===== src/rtl/rtcfg_pkg.sv =====
`timescale 1ns/1ps
package rtcfg_pkg;

    localparam logic [6:0] ADDR_LO = 7'h2C;
    localparam logic [6:0] ADDR_HI = 7'h5E;

    localparam logic [1:0] VAR_NONE = 2'd0;
    localparam logic [1:0] VAR_LO   = 2'd1;
    localparam logic [1:0] VAR_HI   = 2'd2;

    localparam int STEP_POS_W = 5;

    typedef enum logic [1:0] {
        STEP_WR   = 2'd0,
        STEP_WAIT = 2'd1,
        STEP_END  = 2'd2
    } step_kind_e;

    typedef struct packed {
        step_kind_e  kind;
        logic [7:0]  idx;
        logic [7:0]  val;
    } step_t;

    typedef enum logic [2:0] {
        S_IDLE     = 3'd0,
        S_PROBE_LO = 3'd1,
        S_PROBE_HI = 3'd2,
        S_FETCH    = 3'd3,
        S_WRITE    = 3'd4,
        S_SETTLE   = 3'd5,
        S_DONE     = 3'd6,
        S_FAIL     = 3'd7
    } seq_state_e;

endpackage


===== src/rtl/rtcfg_mode_sel.sv =====
`timescale 1ns/1ps
module rtcfg_mode_sel
    import rtcfg_pkg::*;
#(
    parameter int RATE_W      = 16,
    parameter int TOP_MBPS    = 3400,
    parameter int LO_MID_MBPS = 1200,
    parameter int HI_MID_MBPS = 2000
) (
    input  logic [1:0]        variant,
    input  logic [RATE_W-1:0] rate_mbps,
    output logic [1:0]        mode
);
    localparam logic [RATE_W-1:0] TOP_L    = RATE_W'(TOP_MBPS);
    localparam logic [RATE_W-1:0] LO_MID_L = RATE_W'(LO_MID_MBPS);
    localparam logic [RATE_W-1:0] HI_MID_L = RATE_W'(HI_MID_MBPS);

    logic [RATE_W-1:0] mid_l;

    always_comb begin
        mid_l = (variant == VAR_HI) ? HI_MID_L : LO_MID_L;
        if (rate_mbps > TOP_L)
            mode = 2'd2;
        else if (rate_mbps > mid_l)
            mode = 2'd1;
        else
            mode = 2'd0;
    end
endmodule


===== src/rtl/rtcfg_step_rom.sv =====
`timescale 1ns/1ps
module rtcfg_step_rom
    import rtcfg_pkg::*;
(
    input  logic [1:0]            variant,
    input  logic [1:0]            mode,
    input  logic [STEP_POS_W-1:0] pos,
    output step_t                 step
);
    function automatic logic [7:0] by_mode(input logic [1:0] m, input logic [7:0] v0,
                                           input logic [7:0] v1, input logic [7:0] v2);
        case (m)
            2'd2:    return v2;
            2'd1:    return v1;
            default: return v0;
        endcase
    endfunction

    function automatic step_t wr(input logic [7:0] r, input logic [7:0] d);
        step_t s;
        s.kind = STEP_WR;
        s.idx  = r;
        s.val  = d;
        return s;
    endfunction

    function automatic step_t gap();
        step_t s;
        s.kind = STEP_WAIT;
        s.idx  = 8'h00;
        s.val  = 8'h00;
        return s;
    endfunction

    function automatic step_t fin();
        step_t s;
        s.kind = STEP_END;
        s.idx  = 8'h00;
        s.val  = 8'h00;
        return s;
    endfunction

    always_comb begin
        step = fin();
        if (variant == VAR_LO) begin
            case (pos)
                5'd0:  step = wr(8'hFF, 8'h01);
                5'd1:  step = wr(8'h04, by_mode(mode, 8'h80, 8'h40, 8'h80));
                5'd2:  step = wr(8'h05, by_mode(mode, 8'h02, 8'h01, 8'h02));
                5'd3:  step = wr(8'h08, by_mode(mode, 8'h02, 8'h04, 8'h04));
                5'd4:  step = wr(8'h0E, 8'h10);
                5'd5:  step = wr(8'h01, 8'h81);
                5'd6:  step = gap();
                5'd7:  step = wr(8'h00, 8'h02);
                5'd8:  step = gap();
                5'd9:  step = wr(8'h00, 8'h03);
                5'd10: step = wr(8'h10, 8'h0F);
                5'd11: step = wr(8'h14, 8'h10);
                5'd12: step = wr(8'h16, 8'h10);
                5'd13: step = wr(8'h17, 8'h00);
                5'd14: step = wr(8'h12, 8'h28);
                5'd15: step = wr(8'h13, 8'h0F);
                5'd16: step = wr(8'h13, 8'h00);
                5'd17: step = wr(8'h11, by_mode(mode, 8'hC0, 8'h70, 8'h30));
                5'd18: step = wr(8'h30, 8'h0F);
                5'd19: step = wr(8'h32, 8'h00);
                5'd20: step = wr(8'h31, by_mode(mode, 8'hC0, 8'h40, 8'h00));
                5'd21: step = wr(8'h34, 8'h00);
                5'd22: step = wr(8'h3C, 8'h04);
                5'd23: step = wr(8'h3D, 8'h06);
                5'd24: step = wr(8'h4D, by_mode(mode, 8'h38, 8'h28, 8'h18));
                5'd25: step = wr(8'h4C, 8'h03);
                5'd26: step = wr(8'hFF, 8'h00);
                5'd27: step = wr(8'h09, 8'h01);
                5'd28: step = wr(8'hE0, 8'h01);
                5'd29: step = wr(8'h09, 8'h00);
                default: step = fin();
            endcase
        end else if (variant == VAR_HI) begin
            case (pos)
                5'd0: step = wr(8'h09, 8'h06);
                5'd1: step = wr(8'h0B, by_mode(mode, 8'h80, 8'h88, 8'h9A));
                5'd2: step = wr(8'h0C, by_mode(mode, 8'h48, 8'h48, 8'h49));
                5'd3: step = wr(8'h0D, 8'h00);
                5'd4: step = wr(8'h0A, by_mode(mode, 8'h35, 8'h35, 8'h36));
                default: step = fin();
            endcase
        end
    end
endmodule


===== src/rtl/rtcfg_seq.sv =====
`timescale 1ns/1ps
module rtcfg_seq
    import rtcfg_pkg::*;
#(
    parameter int CLK_HZ     = 200_000_000,
    parameter int SETTLE_DIV = 100,
    parameter int RATE_W     = 16
) (
    input  logic              clk,
    input  logic              rst_n,
    input  logic              start,
    input  logic [RATE_W-1:0] line_rate_mbps,
    output logic              cmd_valid,
    input  logic              cmd_ready,
    output logic              cmd_rnw,
    output logic [6:0]        cmd_addr,
    output logic [1:0]        cmd_len,
    output logic [7:0]        cmd_b0,
    output logic [7:0]        cmd_b1,
    input  logic              rsp_valid,
    input  logic              rsp_ack,
    output logic              done,
    output logic              fail,
    output logic [1:0]        variant
);
    localparam int SETTLE_RAW = CLK_HZ / SETTLE_DIV;
    localparam int SETTLE_CYC = (SETTLE_RAW < 1) ? 1 : SETTLE_RAW;
    localparam int CNT_W      = $clog2(SETTLE_CYC + 1);

    typedef struct packed {
        seq_state_e            st;
        logic [STEP_POS_W-1:0] pos;
        logic [1:0]            variant;
        logic [1:0]            mode;
        logic [CNT_W-1:0]      cnt;
        logic                  cv;
        logic                  rnw;
        logic [6:0]            addr;
        logic [1:0]            len;
        logic [7:0]            b0;
        logic [7:0]            b1;
        logic                  done;
        logic                  fail;
    } regs_t;

    regs_t      r_q, r_d;
    logic [1:0] probe_var;
    logic [1:0] probe_mode;
    step_t      step;
    logic       start_ok;

    assign probe_var = (r_q.st == S_PROBE_HI) ? VAR_HI : VAR_LO;

    rtcfg_mode_sel #(.RATE_W(RATE_W)) u_mode (
        .variant   (probe_var),
        .rate_mbps (line_rate_mbps),
        .mode      (probe_mode)
    );

    rtcfg_step_rom u_rom (
        .variant (r_q.variant),
        .mode    (r_q.mode),
        .pos     (r_q.pos),
        .step    (step)
    );

    always_comb begin
        r_d      = r_q;
        start_ok = start && ((r_q.st == S_IDLE) || (r_q.st == S_DONE) || (r_q.st == S_FAIL));
        case (r_q.st)
            S_PROBE_LO, S_PROBE_HI: begin
                if (r_q.cv) begin
                    if (cmd_ready) r_d.cv = 1'b0;
                end else if (rsp_valid) begin
                    if (rsp_ack) begin
                        r_d.variant = probe_var;
                        r_d.mode    = probe_mode;
                        r_d.pos     = '0;
                        r_d.st      = S_FETCH;
                    end else if (r_q.st == S_PROBE_LO) begin
                        r_d.cv   = 1'b1;
                        r_d.addr = ADDR_HI;
                        r_d.st   = S_PROBE_HI;
                    end else begin
                        r_d.fail = 1'b1;
                        r_d.st   = S_FAIL;
                    end
                end
            end
            S_FETCH: begin
                case (step.kind)
                    STEP_WR: begin
                        r_d.cv   = 1'b1;
                        r_d.rnw  = 1'b0;
                        r_d.len  = 2'd2;
                        r_d.addr = (r_q.variant == VAR_LO) ? ADDR_LO : ADDR_HI;
                        r_d.b0   = step.idx;
                        r_d.b1   = step.val;
                        r_d.st   = S_WRITE;
                    end
                    STEP_WAIT: begin
                        r_d.cnt = CNT_W'(SETTLE_CYC - 1);
                        r_d.st  = S_SETTLE;
                    end
                    default: begin
                        r_d.done = 1'b1;
                        r_d.st   = S_DONE;
                    end
                endcase
            end
            S_WRITE: begin
                if (r_q.cv) begin
                    if (cmd_ready) r_d.cv = 1'b0;
                end else if (rsp_valid) begin
                    if (rsp_ack) begin
                        r_d.pos = r_q.pos + 1'b1;
                        r_d.st  = S_FETCH;
                    end else begin
                        r_d.fail = 1'b1;
                        r_d.st   = S_FAIL;
                    end
                end
            end
            S_SETTLE: begin
                if (r_q.cnt == '0) begin
                    r_d.pos = r_q.pos + 1'b1;
                    r_d.st  = S_FETCH;
                end else begin
                    r_d.cnt = r_q.cnt - 1'b1;
                end
            end
            default: begin
                if (start_ok) begin
                    r_d.done    = 1'b0;
                    r_d.fail    = 1'b0;
                    r_d.variant = VAR_NONE;
                    r_d.cv      = 1'b1;
                    r_d.rnw     = 1'b1;
                    r_d.addr    = ADDR_LO;
                    r_d.len     = 2'd0;
                    r_d.b0      = 8'h00;
                    r_d.b1      = 8'h00;
                    r_d.st      = S_PROBE_LO;
                end
            end
        endcase
    end

    always_ff @(posedge clk) begin
        if (!rst_n) begin
            r_q.st      <= S_IDLE;
            r_q.pos     <= '0;
            r_q.variant <= VAR_NONE;
            r_q.mode    <= 2'd0;
            r_q.cnt     <= '0;
            r_q.cv      <= 1'b0;
            r_q.rnw     <= 1'b0;
            r_q.addr    <= 7'h00;
            r_q.len     <= 2'd0;
            r_q.b0      <= 8'h00;
            r_q.b1      <= 8'h00;
            r_q.done    <= 1'b0;
            r_q.fail    <= 1'b0;
        end else begin
            r_q <= r_d;
        end
    end

    assign cmd_valid = r_q.cv;
    assign cmd_rnw   = r_q.rnw;
    assign cmd_addr  = r_q.addr;
    assign cmd_len   = r_q.len;
    assign cmd_b0    = r_q.b0;
    assign cmd_b1    = r_q.b1;
    assign done      = r_q.done;
    assign fail      = r_q.fail;
    assign variant   = r_q.variant;
endmodule


===== config.mk =====
export PLATFORM = sky130hd
export DESIGN_NAME = rtcfg_seq
export DESIGN_NICKNAME = d
export VERILOG_FILES = /design/src/rtl/rtcfg_pkg.sv /design/src/rtl/rtcfg_mode_sel.sv /design/src/rtl/rtcfg_step_rom.sv /design/src/rtl/rtcfg_seq.sv
export SDC_FILE = /design/constraint.sdc
export NUM_CORES = 1
export LEC_CHECK = 0
export ABC_CLOCK_PERIOD_IN_PS = 5000
export CORE_MARGIN = 2
export CORE_UTILIZATION = 41
export DETAILED_ROUTE_END_ITERATION = 12
export DONT_BUFFER_PORTS = 1
export RECOVER_POWER = 100
export SYNTH_ARGS = -nofsm -noshare
export SYNTH_HDL_FRONTEND = slang
export SYNTH_HIERARCHICAL = 1
export SYNTH_SLANG_ARGS = --single-unit

===== constraint.sdc =====
create_clock -name clk -period 5 [get_ports clk]
set_input_delay 1.5 -clock clk [delete_from_list [all_inputs] [get_ports clk]]
set_output_delay 1.5 -clock clk [all_outputs]
set_load 0.01 [all_outputs]

==> impl_metrics.yaml, run 1 <==
logic_synthesis:
  netlist_instances: 591
  synth_area_per_cell_um2: 7.49
  synth_top_area_share: 0.258
  synth_edf_count: 0
  synth-seq-cells: 57
  synthTopCellsByArea: "dfxtp_1 (26%), a21oi_1 (6.6%), buf_4 (5.4%), nor2_1 (4.7%), nand2_1 (4.5%)"
  async_flop_share: 0
  synthFlopType: "dfxtp_1"
  synth_area_um2: 4430
  yosysSeqAreaShare: 0.258
  yosys.area.top_type: "dfxtp_1"
  synth.distinct_cells: 79
  synth_common_cells: "a21oi_1 (58), dfxtp_1 (57), nor2_1 (56)"
  yosysMostFrequentCell: "a21oi_1"
  ys_warn_count: 6
timing:
  finalCriticalPeriod_ns: 4.12
  rsz0062_at_grt: "false"
  finalHoldViolations: 0
  relSlewSlack: 0.207
  fmax_mhz: 243
  clock_skew_ns: 0.0104
  fin_tns_setup_ns: 0
  final_max_slew_viol_count: 0
  finalSetupViolCount: 0
  tightest_slew_ns: 1.19
  fin_crit_sh: 0.824
worst_setup_path:
  start_kind: "register"
  critPathKind: "register to register"
  max_stage_delay_ns: 0.73
  crit_required_ns: 5.28
  path_cells: "nand2_1 -> o31ai_1 -> a21boi_0 -> inv_1 -> nand3_1 -> clkbuf_1 -> nand2_1 -> or4_1 -> nand2_1"
  endpoint_kind: "register"
  crit_top_cell: "nand2_1"
  critPathBufInv: 2
  crit_path_max_fanout: 18
  crit_slowest_cell: "a21boi_0"
  crit_arrival_ns: 4.40
  path_delay_family: "compound AO/OA/AOI/OAI gates"
routing:
  routed.top_layer: "met4"
  post_drt_via_cell_ratio: 6.10
  first_pass_iters: 5
  drt.antenna.violating_nets: 0
  vias: 4163
  wl_met1_um: 5280
  drc_errors: 0
  dr_wl_met2_um: 5410
  met3_length_um: 683
  post_drt_wl_per_cell_um: 17.2
  drtIter0Drc: 271
  routed_wl_um: 11700
status:
  outcome: "complete, no violations"
cts:
  post_cts_resized: 0
  cts_max_path_buffers: 2
  clock_latency_ns: 0.34
  clock-sinks: 57
  cts_tree: "done"
  postCtsHoldBufs: 0
  cts_buffers: 9
  cts_root_buffer: "clkbuf_8"
  h-tree-depth: 3
  clk_pin_slew_ns: 0.07
  postCtsSetupRepairBufs: 0
placed_design:
  gp_congestion: 0.895
  dp.cells: 666
  dp_hpwl_um: 8200
  portBuffers: 0
global_route:
  grt_antenna_before_repair: 0
  overflow: 0
  grt_use_total: 0.205
  grt_pass1_wl_um: 19100
  grt_start_max_net_pins: 36
  grt_pass1_vias: 3760
power:
  cellPowerDensity_nw_per_um2: 270
  p_leak_nw: 1.56
  power.switching_mw: 0.350
  p_sw_frac: 0.293
  seqPwrFrac: 0.435
  clockPowerShare: 0.418
  p_comb_frac: 0.147
  vdd_ir_drop_max_uv: 121
  intPower_mw: 0.845
floorplan:
  rows: 37
  core_um2: 10400
  ioPinCount: 53
  die_w_um: 108
  start_util: 0.425
  die_height_um: 108
  die_area_um2: 11600
cells_and_area:
  fin_cells: 682
  drive_gt1_frac: 0.0659
  antennaDiodeCount: 0
  nNetsFinal: 573
  area_growth_pct: 0.141
job:
  cap_viol_max_count: 0
worst_hold_path:
  hp-class: "register to register"
power by group through the flow:
stage	registers (mW)	clock network [mW]	logic (mW)
after global placement	0.529	0	0.173
final	0.520	0.500	0.175
after detailed placement	0.530	0	0.174
after CTS	0.520	0.514	0.175
after global routing	0.526	0.537	0.196
after floorplan	0.494	0	0.184
cell families (layout without fill, tap and decap cells):
group / count (synthesis) / after routing / synth area share
simple gates: 228 / 228 / 0.272
other cells: 1 / 2 / 0.000847
fa+ha+maj: 10 / 10 / 0.0283
xor+xnor: 16 / 16 / 0.0334
compound gates: 186 / 186 / 0.287
flops: 57 / 57 / 0.258
buf+inv: 88 / 42 / 0.109
mux: 5 / 5 / 0.0116
cell usage in the layout, fill, tap and decap left out, types with 4 or more instances in the layout:
cell type  count
a211oi_1       5
a21o_1         6
a21oi_1       58
a22oi_1        4
a31oi_1       22
and2_1         4
and2b_1        4
buf_4          5
clkbuf_8      11
dfxtp_1       57
ha_1          10
inv_1         18
mux2i_1        4
nand2_1       53
nand2b_1      12
nand3_1       13
nand3b_1       5
nor2_1        56
nor2b_1        8
nor3_1        14
nor3b_1        4
nor4_1        12
o211ai_1       6
o21ai_0       18
o21ai_1        5
o221ai_1       4
o22ai_1       10
o311ai_0       4
o31ai_1        6
or2_2          4
or3_1         10
or4_1          9
xnor2_1        6
xor2_1         9
worst reg2reg max path, delay by kind of cell, from the launching register on:
family,cells,cell delay (ns)
buf+inv,2,0.71
simple gates,5,1.29
flops,1,0.69
compound gates,2,1.38
worst paths after layout:
check                             start  depth (start not counted)  slack [ns]       to
worst max-delay path            r_q[55]                          9        0.88  r_q[43]
worst min-delay path            r_q[42]                          2        0.49  r_q[42]
worst max register to register  r_q[55]                          9        0.88  r_q[43]
worst min register to register  r_q[42]                          2        0.49  r_q[42]
sequential cells by signal (all words and copies together), names as in the netlist:
name	flops
cmd_addr	3
done	1
cmd_rnw	1
variant	2
cmd_b1	8
cmd_len	1
cmd_b0	8
fail	1
r_q	31
cmd_valid	1
per-layer routing:
layer	GRT usage	vias up
li1	-	2052
met1	0.277	1944
met2	0.313	146
met3	0.0454	21
met4	0.0824	0
met5	0	-
stage by stage:
stage | util | power (mW) | setup slack, ns | hold slack (ns) | cell area [µm²]
5_1_grt | 0.425 | 1.26 | 0.616 | 0.510 | 4430
6_report | 0.425 | 1.20 | 0.878 | 0.486 | 4430
3_3_place_gp | 0.407 | 0.703 | 1.55 | 0.469 | 4240
3_5_place_dp | 0.407 | 0.705 | 1.53 | 0.477 | 4240
4_1_cts | 0.429 | 1.21 | 1.50 | 0.490 | 4470
2_1_floorplan | - | 0.679 | 2.20 | 0.437 | 4430
area by class of cell:
type | count | area [µm²]
Clock buffer | 11 | 151
Clock inverter | 5 | 77.6
Fill cell | 1067 | 5980
Inverter | 19 | 71.3
Multi-Input combinational cell | 447 | 2780
Sequential cell | 57 | 1140
Tap cell | 136 | 170
Timing Repair Buffer | 7 | 45.0
No activity file was read; power rests on OpenSTA's default activity.
==> run 2, diff against run 1 <==
- ABC_CLOCK_PERIOD_IN_PS: 5000 -> 3500
- clock period: 5 -> 3.5 ns (I/O delays scaled with it)
==> run 2 against run 1 <==
Sequential power grew 40%; largest power group unchanged; fmax is 35% higher; sequential cell count unchanged; power is 38% higher; final cell count up 1.3%; critical path depth did not move; largest cell class unchanged; sequential share of layout area down 0.12 points; final area increased by 0.45%; worst hold slack lost 0.0013 ns; first-iteration DRC count rose by 20%; combinational power up 58%; critical path type unchanged.
==> impl_metrics.yaml, run 2 (synthesis results as in run 1) <==
routing:
  post_drt_wl_per_cell_um: 17.4
  drc_errors: 0
  first_pass_iters: 4
  drtIter0Drc: 324
  post_drt_via_cell_ratio: 6.13
  vias: 4238
  routed_wl_um: 12000
  drt.antenna.violating_nets: 0
worst_setup_path:
  crit_path_max_fanout: 12
  crit_required_ns: 3.80
  endpoint_kind: "register"
  critPathKind: "register to register"
  crit_arrival_ns: 3.36
  start_kind: "register"
cells_and_area:
  mostFrequentLayoutCells: "a21oi_1 (58), dfxtp_1 (57), nor2_1 (56)"
  fin_util: 0.427
  regMostFlops: "r_q"
  antennaDiodeCount: 0
  area_growth_pct: 0.594
  multi_input_area_um2: 2760
  drive_gt1_frac: 0.0775
  seqCellArea_um2: 1140
  fill_cells: 1112
  stdcell_area_um2: 4450
  fin_cells: 691
  largest_reg_flops: 31
  final_common_cell: "a21oi_1"
  nNetsFinal: 582
timing:
  fin_tns_setup_ns: 0
  final_max_slew_viol_count: 0
  fin_crit_sh: 0.874
  relSlewSlack: 0.0490
  finalHoldViolations: 0
  whs_ns: 0.485
  tightest_slew_ns: 1.43
  finalSetupViolCount: 0
  fmax_mhz: 327
  rsz0062_at_grt: "false"
  layout_setup_ws_ns: 0.440
  clock_skew_ns: 0.0109
  finalCriticalPeriod_ns: 3.06
floorplan:
  die_area_um2: 11600
  die_height_um: 108
  rows: 37
  ioPinCount: 53
  die_w_um: 108
  core_um2: 10400
  start_util: 0.425
cts:
  h-tree-depth: 3
  clock-sinks: 57
  clk_pin_slew_ns: 0.08
  post_cts_resized: 0
  clock_latency_ns: 0.35
  cts_buffers: 9
  postCtsHoldBufs: 0
  cts_max_path_buffers: 2
  cts_root_buffer: "clkbuf_8"
  cts_tree: "done"
  postCtsSetupRepairBufs: 0
global_route:
  grt_use_total: 0.215
  grt_pass1_vias: 3894
  grt_start_max_net_pins: 36
  grt_pass1_wl_um: 19900
  overflow: 0
  grt_antenna_before_repair: 0
power:
  cellPowerDensity_nw_per_um2: 372
  vdd_ir_drop_max_uv: 179
  p_total_mw: 1.65
  p_leak_nw: 1.58
placed_design:
  dp.cells: 675
  gp_congestion: 0.944
  portBuffers: 0
  dp_hpwl_um: 8510
  postPlaceCellArea_um2: 4310
  pre_cts_ws_ns: 0.499
worst_hold_path:
  hp-class: "register to register"
job:
  cap_viol_max_count: 0
status:
  outcome: "complete, no violations"
run 2: changes by cell type in the layout (fill, tap and decap cells not counted), sizes merged:
cell / delta
inv: +1
bufinv: -1
clkinvlp: +2
buf: +7
run 2: report_power, final:
group / total [mW] / internal (mW) / switching, mW / leakage, nW
sequential: 0.727 / 0.672 / 0.0552 / 0.461
combinational: 0.277 / 0.105 / 0.172 / 1.03
clock: 0.650 / 0.333 / 0.317 / 0.0921
total: 1.65 / 1.11 / 0.544 / 1.58
run 2: worst paths after layout:
check | slack (ns) | from | end | cells after the start
hold reg to reg | 0.48 | r_q[43] | r_q[43] | 2
setup reg to reg | 0.44 | r_q[55] | r_q[49] | 9
hold / removal | 0.48 | r_q[43] | r_q[43] | 2
setup / recovery | 0.44 | r_q[55] | r_q[49] | 9
run 2: critical path, cell delays in order, from the launching register on:
cell	delay [ns]
dfxtp_1	0.53
nand2_1	0.21
o31ai_1	0.66
a21boi_0	0.27
buf_4	0.17
inv_1	0.05
a311o_1	0.35
o2111ai_2	0.37
mux2i_1	0.23
o311a_1	0.17
run 2: cell type report:
class                      instances  share of cell area
multi-input combinational        447               0.620
clock buffer                       9              0.0278
timing repair buffer              16              0.0239
clock inverter                     7              0.0177
inverter                          19              0.0160
tap                              136              0.0382
sequential                        57               0.256
run 2: layer usage:
layer / routed length, µm / vias up / global-route usage
met1: 5230 / 1976 / 0.278
li1: - / 2072 / -
met5: 0 / - / 0
met4: 227 / 0 / 0.0714
met3: 873 / 16 / 0.0496
met2: 5680 / 174 / 0.352
